--- config.mk ---
export PLATFORM = sky130hd
export DESIGN_NAME = sdram_refresh_sync
export DESIGN_NICKNAME = d
export VERILOG_FILES = /design/src/rtl/rfsh_pkg.sv /design/src/rtl/rfsh_snoop_decode.sv /design/src/rtl/rfsh_interval_timer.sv /design/src/rtl/rfsh_seq_fsm.sv /design/src/rtl/sdram_refresh_sync.sv
export SDC_FILE = /design/constraint.sdc
export NUM_CORES = 1
export LEC_CHECK = 0
export BUFFER_PORTS_ARGS = -buffer_cell sky130_fd_sc_hd__buf_4
export CAP_MARGIN = 20
export CORE_MARGIN = 2
export CORE_UTILIZATION = 53
export DETAILED_ROUTE_END_ITERATION = 10
export PLACE_DENSITY = 0.85
export SYNTH_ARGS = -nofsm -noshare
export SYNTH_HDL_FRONTEND = slang
export SYNTH_HIERARCHICAL = 1
export SYNTH_SLANG_ARGS = --single-unit
--- constraint.sdc ---
create_clock -name clk -period 1.9 [get_ports clk]
set_input_delay 0.285 -clock clk [delete_from_list [all_inputs] [get_ports clk]]
set_output_delay 0.285 -clock clk [all_outputs]
set_load 0.05 [all_outputs]
--- src/rtl/rfsh_pkg.sv ---
// Shared types and helpers for the synchronized refresh timer.
// Assumes the SDRAM command encoding of chip select, row/column strobes and write enable.
package rfsh_pkg;

    typedef enum logic [2:0] {
        ST_IDLE = 3'd0,
        ST_STOP = 3'd1,
        ST_WAIT = 3'd2,
        ST_PRE  = 3'd3,
        ST_TRPW = 3'd4,
        ST_REF  = 3'd5,
        ST_TRCW = 3'd6
    } seq_state_t;

    typedef struct packed {
        logic cs_n;
        logic ras_n;
        logic cas_n;
        logic we_n;
        logic a10;
    } sd_cmd_t;

    localparam sd_cmd_t CMD_NOP  = '{cs_n: 1'b1, ras_n: 1'b1, cas_n: 1'b1, we_n: 1'b1, a10: 1'b0};
    localparam sd_cmd_t CMD_BST  = '{cs_n: 1'b0, ras_n: 1'b1, cas_n: 1'b1, we_n: 1'b0, a10: 1'b0};
    localparam sd_cmd_t CMD_PREA = '{cs_n: 1'b0, ras_n: 1'b0, cas_n: 1'b1, we_n: 1'b0, a10: 1'b1};
    localparam sd_cmd_t CMD_REF  = '{cs_n: 1'b0, ras_n: 1'b0, cas_n: 1'b0, we_n: 1'b1, a10: 1'b1};

    // Largest of four interval counts, used to size the counter.
    function automatic int unsigned max4(input int unsigned a, input int unsigned b,
                                         input int unsigned c, input int unsigned d);
        int unsigned m;
        m = a;
        if (b > m) m = b;
        if (c > m) m = c;
        if (d > m) m = d;
        return m;
    endfunction

endpackage

--- src/rtl/rfsh_snoop_decode.sv ---
// Decodes refresh and self-refresh entry from the snooped shared command pins.
// Assumes the pins are already synchronous to clk; keeps one cycle of clock-enable history.
module rfsh_snoop_decode (
    input  logic clk,
    input  logic rst_n,
    input  logic snp_cke,
    input  logic snp_cs_n,
    input  logic snp_ras_n,
    input  logic snp_cas_n,
    input  logic snp_we_n,
    output logic ref_seen,
    output logic sref_entry
);

    logic cke_prev_q;
    logic ref_code;

    // Remember the clock-enable of the last cycle.
    always_ff @(posedge clk) begin
        if (!rst_n) cke_prev_q <= 1'b1;
        else        cke_prev_q <= snp_cke;
    end

    // Classify the refresh encoding by the clock-enable transition.
    always_comb begin
        ref_code   = !snp_cs_n && !snp_ras_n && !snp_cas_n && snp_we_n;
        ref_seen   = ref_code && cke_prev_q && snp_cke;
        sref_entry = ref_code && cke_prev_q && !snp_cke;
    end

endmodule

--- src/rtl/rfsh_interval_timer.sv ---
// Interval down-counter with pending-request flag.
// Slave mode reloads on observed refresh; any mode freezes while snooped clock-enable is low
// after a self-refresh entry. Assumes rate_sel is static between resets.
module rfsh_interval_timer #(
    parameter int unsigned PER0  = 600,
    parameter int unsigned PER1  = 900,
    parameter int unsigned PER2  = 1200,
    parameter int unsigned PER3  = 2400,
    parameter int unsigned CNT_W = 12
) (
    input  logic       clk,
    input  logic       rst_n,
    input  logic [1:0] rate_sel,
    input  logic       is_master,
    input  logic       ref_seen,
    input  logic       sref_entry,
    input  logic       snp_cke,
    input  logic       ref_issued,
    output logic       pending
);

    logic [CNT_W-1:0] cnt_q;
    logic [CNT_W-1:0] per_m1;
    logic             frozen_q;
    logic             cnt_en;
    logic             slave_ref;
    logic             expire;

    // Select the reload value (interval minus one).
    always_comb begin
        unique case (rate_sel)
            2'b00:   per_m1 = CNT_W'(PER0 - 1);
            2'b01:   per_m1 = CNT_W'(PER1 - 1);
            2'b10:   per_m1 = CNT_W'(PER2 - 1);
            default: per_m1 = CNT_W'(PER3 - 1);
        endcase
    end

    // Counting is held on the entry cycle and on every frozen cycle with clock-enable low.
    always_comb begin
        cnt_en    = !(sref_entry || (frozen_q && !snp_cke));
        slave_ref = !is_master && ref_seen;
        expire    = cnt_en && !slave_ref && (cnt_q == '0);
    end

    // Track the self-refresh freeze window.
    always_ff @(posedge clk) begin
        if (!rst_n)          frozen_q <= 1'b0;
        else if (sref_entry) frozen_q <= 1'b1;
        else if (snp_cke)    frozen_q <= 1'b0;
    end

    // Interval counter: reload on observed refresh or expiry, else count down.
    always_ff @(posedge clk) begin
        if (!rst_n)                   cnt_q <= per_m1;
        else if (slave_ref)           cnt_q <= per_m1;
        else if (cnt_en) begin
            if (cnt_q == '0)          cnt_q <= per_m1;
            else                      cnt_q <= cnt_q - 1'b1;
        end
    end

    // Pending request: set by expiry, cleared by own or observed refresh.
    always_ff @(posedge clk) begin
        if (!rst_n)                         pending <= 1'b0;
        else if (expire)                    pending <= 1'b1;
        else if (ref_issued || slave_ref)   pending <= 1'b0;
    end

    a_r1_expiry_sets_request: assert property (@(posedge clk) disable iff (!rst_n)
        expire |=> pending);

    a_r2_request_held: assert property (@(posedge clk) disable iff (!rst_n)
        (pending && !ref_issued && !slave_ref) |=> pending);

    a_r8_reload_on_observed: assert property (@(posedge clk) disable iff (!rst_n)
        slave_ref |=> (cnt_q == $past(per_m1)));

    a_r9_frozen_holds: assert property (@(posedge clk) disable iff (!rst_n)
        (sref_entry || (frozen_q && !snp_cke)) |=> $stable(cnt_q));

endmodule

--- src/rtl/rfsh_seq_fsm.sv ---
// Command sequencer: optional burst-stop, precharge-all, TRP wait, one refresh, TRC guard.
// Assumes TRP >= 2 and TRAS >= 2; returns to idle at once if mastership is lost.
module rfsh_seq_fsm
    import rfsh_pkg::*;
#(
    parameter int unsigned TRP  = 3,
    parameter int unsigned TRAS = 4
) (
    input  logic    clk,
    input  logic    rst_n,
    input  logic    pending,
    input  logic    is_master,
    input  logic    bus_idle,
    output logic    ref_issued,
    output logic    busy,
    output logic    drive,
    output sd_cmd_t cmd
);

    localparam int unsigned TRC    = TRAS + TRP;
    localparam int unsigned WAIT_W = $clog2(TRC + 1);

    seq_state_t        state_q, state_d;
    logic [WAIT_W-1:0] wcnt_q, wcnt_d;

    // Next-state and wait-counter logic.
    always_comb begin
        state_d = state_q;
        wcnt_d  = wcnt_q;
        if (state_q != ST_IDLE && !is_master) begin
            state_d = ST_IDLE;
        end else begin
            unique case (state_q)
                ST_IDLE: if (pending && is_master) state_d = bus_idle ? ST_PRE : ST_STOP;
                ST_STOP: state_d = ST_WAIT;
                ST_WAIT: if (bus_idle) state_d = ST_PRE;
                ST_PRE: begin
                    state_d = ST_TRPW;
                    wcnt_d  = WAIT_W'(TRP - 2);
                end
                ST_TRPW: begin
                    if (wcnt_q == '0) state_d = ST_REF;
                    else              wcnt_d  = wcnt_q - 1'b1;
                end
                ST_REF: begin
                    state_d = ST_TRCW;
                    wcnt_d  = WAIT_W'(TRC - 2);
                end
                ST_TRCW: begin
                    if (wcnt_q == '0) state_d = ST_IDLE;
                    else              wcnt_d  = wcnt_q - 1'b1;
                end
                default: state_d = ST_IDLE;
            endcase
        end
    end

    // State and wait-counter registers.
    always_ff @(posedge clk) begin
        if (!rst_n) begin
            state_q <= ST_IDLE;
            wcnt_q  <= '0;
        end else begin
            state_q <= state_d;
            wcnt_q  <= wcnt_d;
        end
    end

    // Decode command and flags from the registered state.
    always_comb begin
        unique case (state_q)
            ST_STOP: cmd = CMD_BST;
            ST_PRE:  cmd = CMD_PREA;
            ST_REF:  cmd = CMD_REF;
            default: cmd = CMD_NOP;
        endcase
        busy       = (state_q != ST_IDLE);
        drive      = busy && is_master;
        ref_issued = (state_q == ST_REF) && is_master;
    end

    a_r3_stop_then_wait: assert property (@(posedge clk) disable iff (!rst_n)
        (state_q == ST_STOP && is_master) |=> (state_q == ST_WAIT));

    a_r4_ref_after_trp: assert property (@(posedge clk) disable iff (!rst_n)
        (state_q == ST_REF) |-> ($past(state_q) == ST_TRPW));

    a_r5_guard_no_restart: assert property (@(posedge clk) disable iff (!rst_n)
        (state_q == ST_TRCW) |=> (state_q == ST_TRCW || state_q == ST_IDLE));

endmodule

--- src/rtl/sdram_refresh_sync.sv ---
// Top of the synchronized refresh timer: snoop decoder, interval timer and sequencer.
// Assumes one controller at a time holds is_master and that all share the same rate and timings.
module sdram_refresh_sync
    import rfsh_pkg::*;
#(
    parameter int unsigned PER0 = 600,
    parameter int unsigned PER1 = 900,
    parameter int unsigned PER2 = 1200,
    parameter int unsigned PER3 = 2400,
    parameter int unsigned TRP  = 3,
    parameter int unsigned TRAS = 4
) (
    input  logic       clk,
    input  logic       rst_n,
    input  logic [1:0] rate_sel,
    input  logic       is_master,
    input  logic       bus_idle,
    input  logic       snp_cke,
    input  logic       snp_cs_n,
    input  logic       snp_ras_n,
    input  logic       snp_cas_n,
    input  logic       snp_we_n,
    output logic       rfsh_req,
    output logic       busy,
    output logic       cmd_oe,
    output logic       cmd_cs_n,
    output logic       cmd_ras_n,
    output logic       cmd_cas_n,
    output logic       cmd_we_n,
    output logic       cmd_a10
);

    localparam int unsigned PER_MAX = max4(PER0, PER1, PER2, PER3);
    localparam int unsigned CNT_W   = $clog2(PER_MAX);

    logic    ref_seen;
    logic    sref_entry;
    logic    pending;
    logic    ref_issued;
    logic    drive;
    sd_cmd_t cmd;

    rfsh_snoop_decode i_snoop (
        .clk        (clk),
        .rst_n      (rst_n),
        .snp_cke    (snp_cke),
        .snp_cs_n   (snp_cs_n),
        .snp_ras_n  (snp_ras_n),
        .snp_cas_n  (snp_cas_n),
        .snp_we_n   (snp_we_n),
        .ref_seen   (ref_seen),
        .sref_entry (sref_entry)
    );

    rfsh_interval_timer #(
        .PER0  (PER0),
        .PER1  (PER1),
        .PER2  (PER2),
        .PER3  (PER3),
        .CNT_W (CNT_W)
    ) i_timer (
        .clk        (clk),
        .rst_n      (rst_n),
        .rate_sel   (rate_sel),
        .is_master  (is_master),
        .ref_seen   (ref_seen),
        .sref_entry (sref_entry),
        .snp_cke    (snp_cke),
        .ref_issued (ref_issued),
        .pending    (pending)
    );

    rfsh_seq_fsm #(
        .TRP  (TRP),
        .TRAS (TRAS)
    ) i_seq (
        .clk        (clk),
        .rst_n      (rst_n),
        .pending    (pending),
        .is_master  (is_master),
        .bus_idle   (bus_idle),
        .ref_issued (ref_issued),
        .busy       (busy),
        .drive      (drive),
        .cmd        (cmd)
    );

    // Drive the port-level outputs.
    always_comb begin
        rfsh_req  = pending;
        cmd_oe    = drive;
        cmd_cs_n  = drive ? cmd.cs_n : 1'b1;
        cmd_ras_n = cmd.ras_n;
        cmd_cas_n = cmd.cas_n;
        cmd_we_n  = cmd.we_n;
        cmd_a10   = cmd.a10;
    end

    a_r7_slave_quiet: assert property (@(posedge clk) disable iff (!rst_n)
        !is_master |-> (!cmd_oe && cmd_cs_n));

    a_r6_ref_needs_request: assert property (@(posedge clk) disable iff (!rst_n)
        ref_issued |-> rfsh_req);

endmodule

; After elaboration in Yosys (flattened, before gate mapping)
; Cells that the tools add are included.
[totals]
input_bits = 11
elab_cells = 78
register_bits = 21
out_inout_bits = 8
[op_classes]
reduce_logical = 35
bitwise = 2
mux = 19
addsub = 2
n_eq_ne = 14
[ops]
columns = operator, n
row1 = 12-bit two-way mux, 4
row2 = 12-bit case mux with 3 select lines, 1
row3 = 3-bit case mux with 7 select lines, 1
row4 = 3-bit two-way mux, 5
row5 = 5-bit case mux with 3 select lines, 1
row6 = 1-bit logical AND, 14
row7 = 12-bit logical NOT, 1
row8 = "12-bit by 1-bit subtractor with 12-bit output, second input constant", 1
row9 = "3-bit == test, second input constant", 3
row10 = 3-bit case mux with 3 select lines, 1
row11 = 1-bit logical NOT, 7
row12 = "3-bit by 2-bit == test with 1-bit output, second input constant", 2
row13 = 3-bit logical NOT, 2
row14 = "2-bit by 1-bit inequality test with 1-bit output, second input constant", 3
row15 = 3-bit nonzero test, 2
row16 = 1-bit two-way mux, 5
row17 = "2-bit inequality test, second input constant", 2
row18 = 4-bit AND reduction, 1
row19 = 2-bit nonzero test, 2
row20 = 2-bit OR reduction, 2
row21 = "3-bit by 1-bit == test with 1-bit output, second input constant", 1
row22 = "3-bit by 2-bit inequality test with 1-bit output, second input constant", 1
row23 = 3-bit AND reduction, 1
row24 = "3-bit by 1-bit subtractor with 3-bit output, second input constant", 1
row25 = other kinds (6), 8

; Depth between registers and ports, before layout
[depth]
ltp_word = 11
depth_mapped = 7
mapped_depth_nobuf = 7

; Hierarchy
; The synthesis kept the hierarchy.
[by_module_without_submodules]
columns = module, area_per_inst_um2, cells_per_inst, instances
row1 = rfsh_interval_timer, 892.1, 84, 1
row2 = rfsh_seq_fsm, 452.9, 63, 1
row3 = rfsh_snoop_decode, 62.6, 7, 1
row4 = sdram_refresh_sync, 6.3, 1, 1

; Worst setup path after synthesis
; Ideal clock, no wire load.
[synth_path]
path_type = register to output
start = register i_seq.state_q[2]
end = output port cmd_cs_n
setup_slack_ns = -0.325
arrival_time_ns = 1.940
path_buffers = 1
path_stages_with_launch = 5
t_required_ns = 1.615
cell_sequence = dfxtp_1 > buf_4 > or3_1 > and2_1 > nand2b_1
[synth_between]
elab_chain_len = 3
word_cells_on_any_way = 7
[synth_lines]
columns = item, line
row1 = "start, declared", rfsh_seq_fsm.sv:23  ; seq_state_t state_q, state_d;
row2 = "start signal, assigned", rfsh_seq_fsm.sv:64  ; state_q <= state_d;
row3 = 3-bit nonzero test, rfsh_seq_fsm.sv:77  ; busy = (state_q != ST_IDLE);
row4 = via busy, sdram_refresh_sync.sv:24  ; output logic busy,
row5 = 1-bit logical AND, rfsh_seq_fsm.sv:78  ; drive = busy && is_master;
row6 = via cmd_oe, sdram_refresh_sync.sv:25  ; output logic cmd_oe,
row7 = 1-bit two-way mux, sdram_refresh_sync.sv:92  ; cmd_cs_n = drive ? cmd.cs_n : 1'b1;
row8 = "end, declared", sdram_refresh_sync.sv:26  ; output logic cmd_cs_n,
; The timed path passes the listed nets, and every way through them passes these cells.

; Final worst setup path
[layout_path]
start = register i_timer.cnt_q[0]
end = register i_timer.cnt_q[10], data pin
[layout_between]
elab_chain_len = 5
word_cells_on_any_way = 6
[layout_lines]
columns = item, line
row1 = "start, declared", rfsh_interval_timer.sv:22  ; logic [CNT_W-1:0] cnt_q;
row2 = "start signal, assigned", rfsh_interval_timer.sv:55  ; if (!rst_n) cnt_q <= per_m1;
row3 = "start signal, assigned", rfsh_interval_timer.sv:56  ; else if (slave_ref) cnt_q <= per_m1;
row4 = "start signal, assigned", rfsh_interval_timer.sv:58  ; if (cnt_q == '0) cnt_q <= per_m1;
row5 = 12-bit by 1-bit subtractor with 12-bit output or 12-bit logical NOT (tied branches), "rfsh_interval_timer.sv:59, rfsh_interval_timer.sv:58"
row6 = 12-bit two-way mux *, rfsh_interval_timer.sv:58
row7 = 12-bit two-way mux *, rfsh_interval_timer.sv:57  ; else if (cnt_en) begin
row8 = 12-bit two-way mux *, rfsh_interval_timer.sv:56
row9 = 12-bit two-way mux *, rfsh_interval_timer.sv:55
; Every way passes the cells marked *; elsewhere a longest branch is shown, timed or not. The select of a mux whose other input is x is not followed.
; A chain may end at the register's enable or synchronous reset.

==> results.cfg <==
[run_status]
status = completed

[yosys]
synthTopCellsByArea = edfxtp_1, dfxtp_1, ha_1, inv_1, xnor2_1
synth_area_per_cell_um2 = 9.12
syn_area_mm2 = 0.00141
synth_edf_count = 12
ys_ff_latch = 21
yosysTopAreaCell = edfxtp_1
netlist.area_leader.share_pct = 25.5
seq_area_frac_synth_pct = 38.2
ys_types = 48
synth_fp_nets = 173
ys.flop_type = edfxtp_1
synthArstFlopShare_pct = 0
yosysWarnings = 6
syn_inst = 155

[power_and_ir_drop]
power_density_mw_per_mm2 = 555
p_leak_nw = 0.667
power_w = 0.000938
vdd_drop_max_mv = 0.393

[clock_tree]
cts-root-buf = clkbuf_4
numCtsBuffers = 3
clkSlewWorstSetupHoldPaths_ns = 0.12
cts_tree = built
clk_latency_ns = 0.30
cts.sinks = 21
htree_levels = 1
cts.path.max_buffers = 2
cts_hold_buffers = 0

[placed_design]
io_buffers = 18
gp_congestion = 0.864
pre_cts_ws_ns = 0.0545
dp_hpwl_mm = 2.26

[global_routing]
grt_use_total_pct = 20.1
grt_start_max_net_pins = 15
gr-total-overflow = 0
grt_antenna_before_repair = 0
grt_pass1_wl_mm = 4.96
grt_pass1_vias = 1191

[timing]
setup_slack_ns = 0.0486
max_freq_mhz = 540
fin_crit_sh_pct = 97.4
finalMaxSlewViolations = 0
hold_violations = 0
slew_headroom_pct = 76.5
holdWs_ns = 0.201
setup_viol = 0
tns_ns = 0
min_period_ns = 1.85
finClkSkew_ns = 0.00627
worst_pin_slew_ns = 0.349

[routing]
drt-vias-per-instance = 5.89
routed_wl_mm = 3.13
postRouteAntennaNets = 0
firstDrtPassIters = 4
drt_iter0_markers = 38
drc = 0
vias = 1248
wire_per_inst_um = 14.7

[worst_hold_path]
holdCritPathClass = in2reg

[final_layout]
drive_gt1_share_pct = 28.6
layout.nets = 201
diodes = 0
syn2layout_area_growth_pct = 19.5
fillerInstances = 189

[floorplan]
core_area_mm2 = 0.00250
num_io_pins = 19
num_rows = 18
dieArea_mm2 = 0.00310
die_x_um = 55.7
start_util_pct = 56.6
die_h_um = 55.7

[run]
maxCapViolCount = 0

[worst_setup_path]
crit_arrival_ns = 1.92
startpoint_type = flop
cp.required_ns = 1.97
critPathKind = reg2reg
critical_path_peak_fanout = 4
end_kind = flop
[layer usage]
layer / part of all wire [%] / up-vias / track usage, %
met5: 0 / - / 0
met4: 2.9 / 0 / 13.2
met3: 4.7 / 9 / 2.09
met2: 51 / 42 / 35.4
met1: 41 / 591 / 22.9
li1: - / 606 / -
[cells in the mapped netlist (3+ instances only)]
| cell type | instances |
|---|---|
| nor2_1 | 8 |
| nor2b_1 | 4 |
| o21ai_0 | 7 |
| nand2b_1 | 3 |
| nand3_1 | 3 |
| nor3_1 | 6 |
| dfxtp_1 | 9 |
| ha_1 | 7 |
| nor3_2 | 3 |
| o21ai_1 | 7 |
| edfxtp_1 | 12 |
| mux2i_1 | 5 |
| a21oi_1 | 9 |
| a211oi_1 | 3 |
| nand2_1 | 13 |
| xnor2_1 | 6 |
| inv_1 | 14 |
[path summary, 6_finish.rpt]
check / startpoint / to / slack, ns / depth (start not counted)
worst min-delay path: snp_cke / i_snoop/cke_prev_q$_SDFF_PN1_ / 0.20 / 3
worst min register to register: i_seq/wcnt_q[2]$_SDFFE_PN0P_ / i_seq/wcnt_q[2]$_SDFFE_PN0P_ / 0.48 / 2
worst max register to register: i_timer/cnt_q[0]$_SDFFCE_PP1P_ / i_timer/cnt_q[10]$_DFFE_PP_ / 0.05 / 6
worst max-delay path: i_timer/cnt_q[0]$_SDFFCE_PP1P_ / i_timer/cnt_q[10]$_DFFE_PP_ / 0.05 / 6
[layout by cell type, fill, tap and decap left out, drive strengths merged, types with 2 or more instances in the layout]
cell	count
a211oi	3
edfxtp	12
mux2i	5
dfxtp	9
a21oi	9
nand2b	3
nand3	3
nor2	9
o31a	2
nand2	13
nor2b	5
or3	3
xnor2	6
and3	3
nor3	9
inv	15
nor4	3
ha	7
buf	27
o21ai	15
a21boi	2
and4	2
clkbuf	4
[state kept, by name, summed over array words and instances (netlist names)]
signal,count
i_seq/wcnt_q,3
i_seq/state_q,3
i_timer/cnt_q,12
i_timer/pending,1
i_snoop/cke_prev_q,1
i_timer/frozen_q,1
[per-stage QoR]
stage | cells | cell area, um^2 | utilization, %
after floorplan | 155 | 1420 | -
after global placement | 207 | 1640 | 65.6
after detailed placement | 207 | 1640 | 65.6
after CTS | 211 | 1670 | 66.7
after global routing | 212 | 1690 | 67.6
final | 212 | 1690 | 67.6
[cell families (layout without fill, tap and decap cells)]
family | count (synthesis) | in the layout | synth area share, %
muxes | 5 | 5 | 3.54
xor gates and xnor gates | 7 | 7 | 4.34
buffers and inverters | 19 | 46 | 5.93
DFF | 21 | 21 | 38.2
and+or+nand+nor | 60 | 60 | 26.1
adders and majority gates | 7 | 7 | 6.19
AOI/OAI and AO/OA | 36 | 36 | 15.7
[layout make-up]
class	count	area [um^2]	area share (%)
timing repair buffer	27	215	12.7
tap	30	37.5	2.22
inverter	15	56.3	3.33
sequential	21	543	32.1
multi-input combinational	115	811	48.0
clock buffer	4	26.3	1.56
[worst max-delay path: stages, from the launching register on]
cell,delay [ns]
edfxtp_1,0.45
inv_1,0.08
ha_1,0.19
or3b_4,0.42
nor2_1,0.21
and4_1,0.22
nor3_1,0.05
[where the power goes]
group / internal (W) / total [W] / switching, W
Clock: 0.0000819 / 0.000217 / 0.000135
Sequential: 0.000522 / 0.000558 / 0.0000360
Combinational: 0.0000814 / 0.000163 / 0.0000815
[timing repair]
action / in CTS / in global routing
gates resized for setup: 1 / 4
buffers inserted: 0 / 1
endpoints found under the setup margin: 1 / 10
pin swaps: 0 / 0
(Power assumes the default switching activity.)
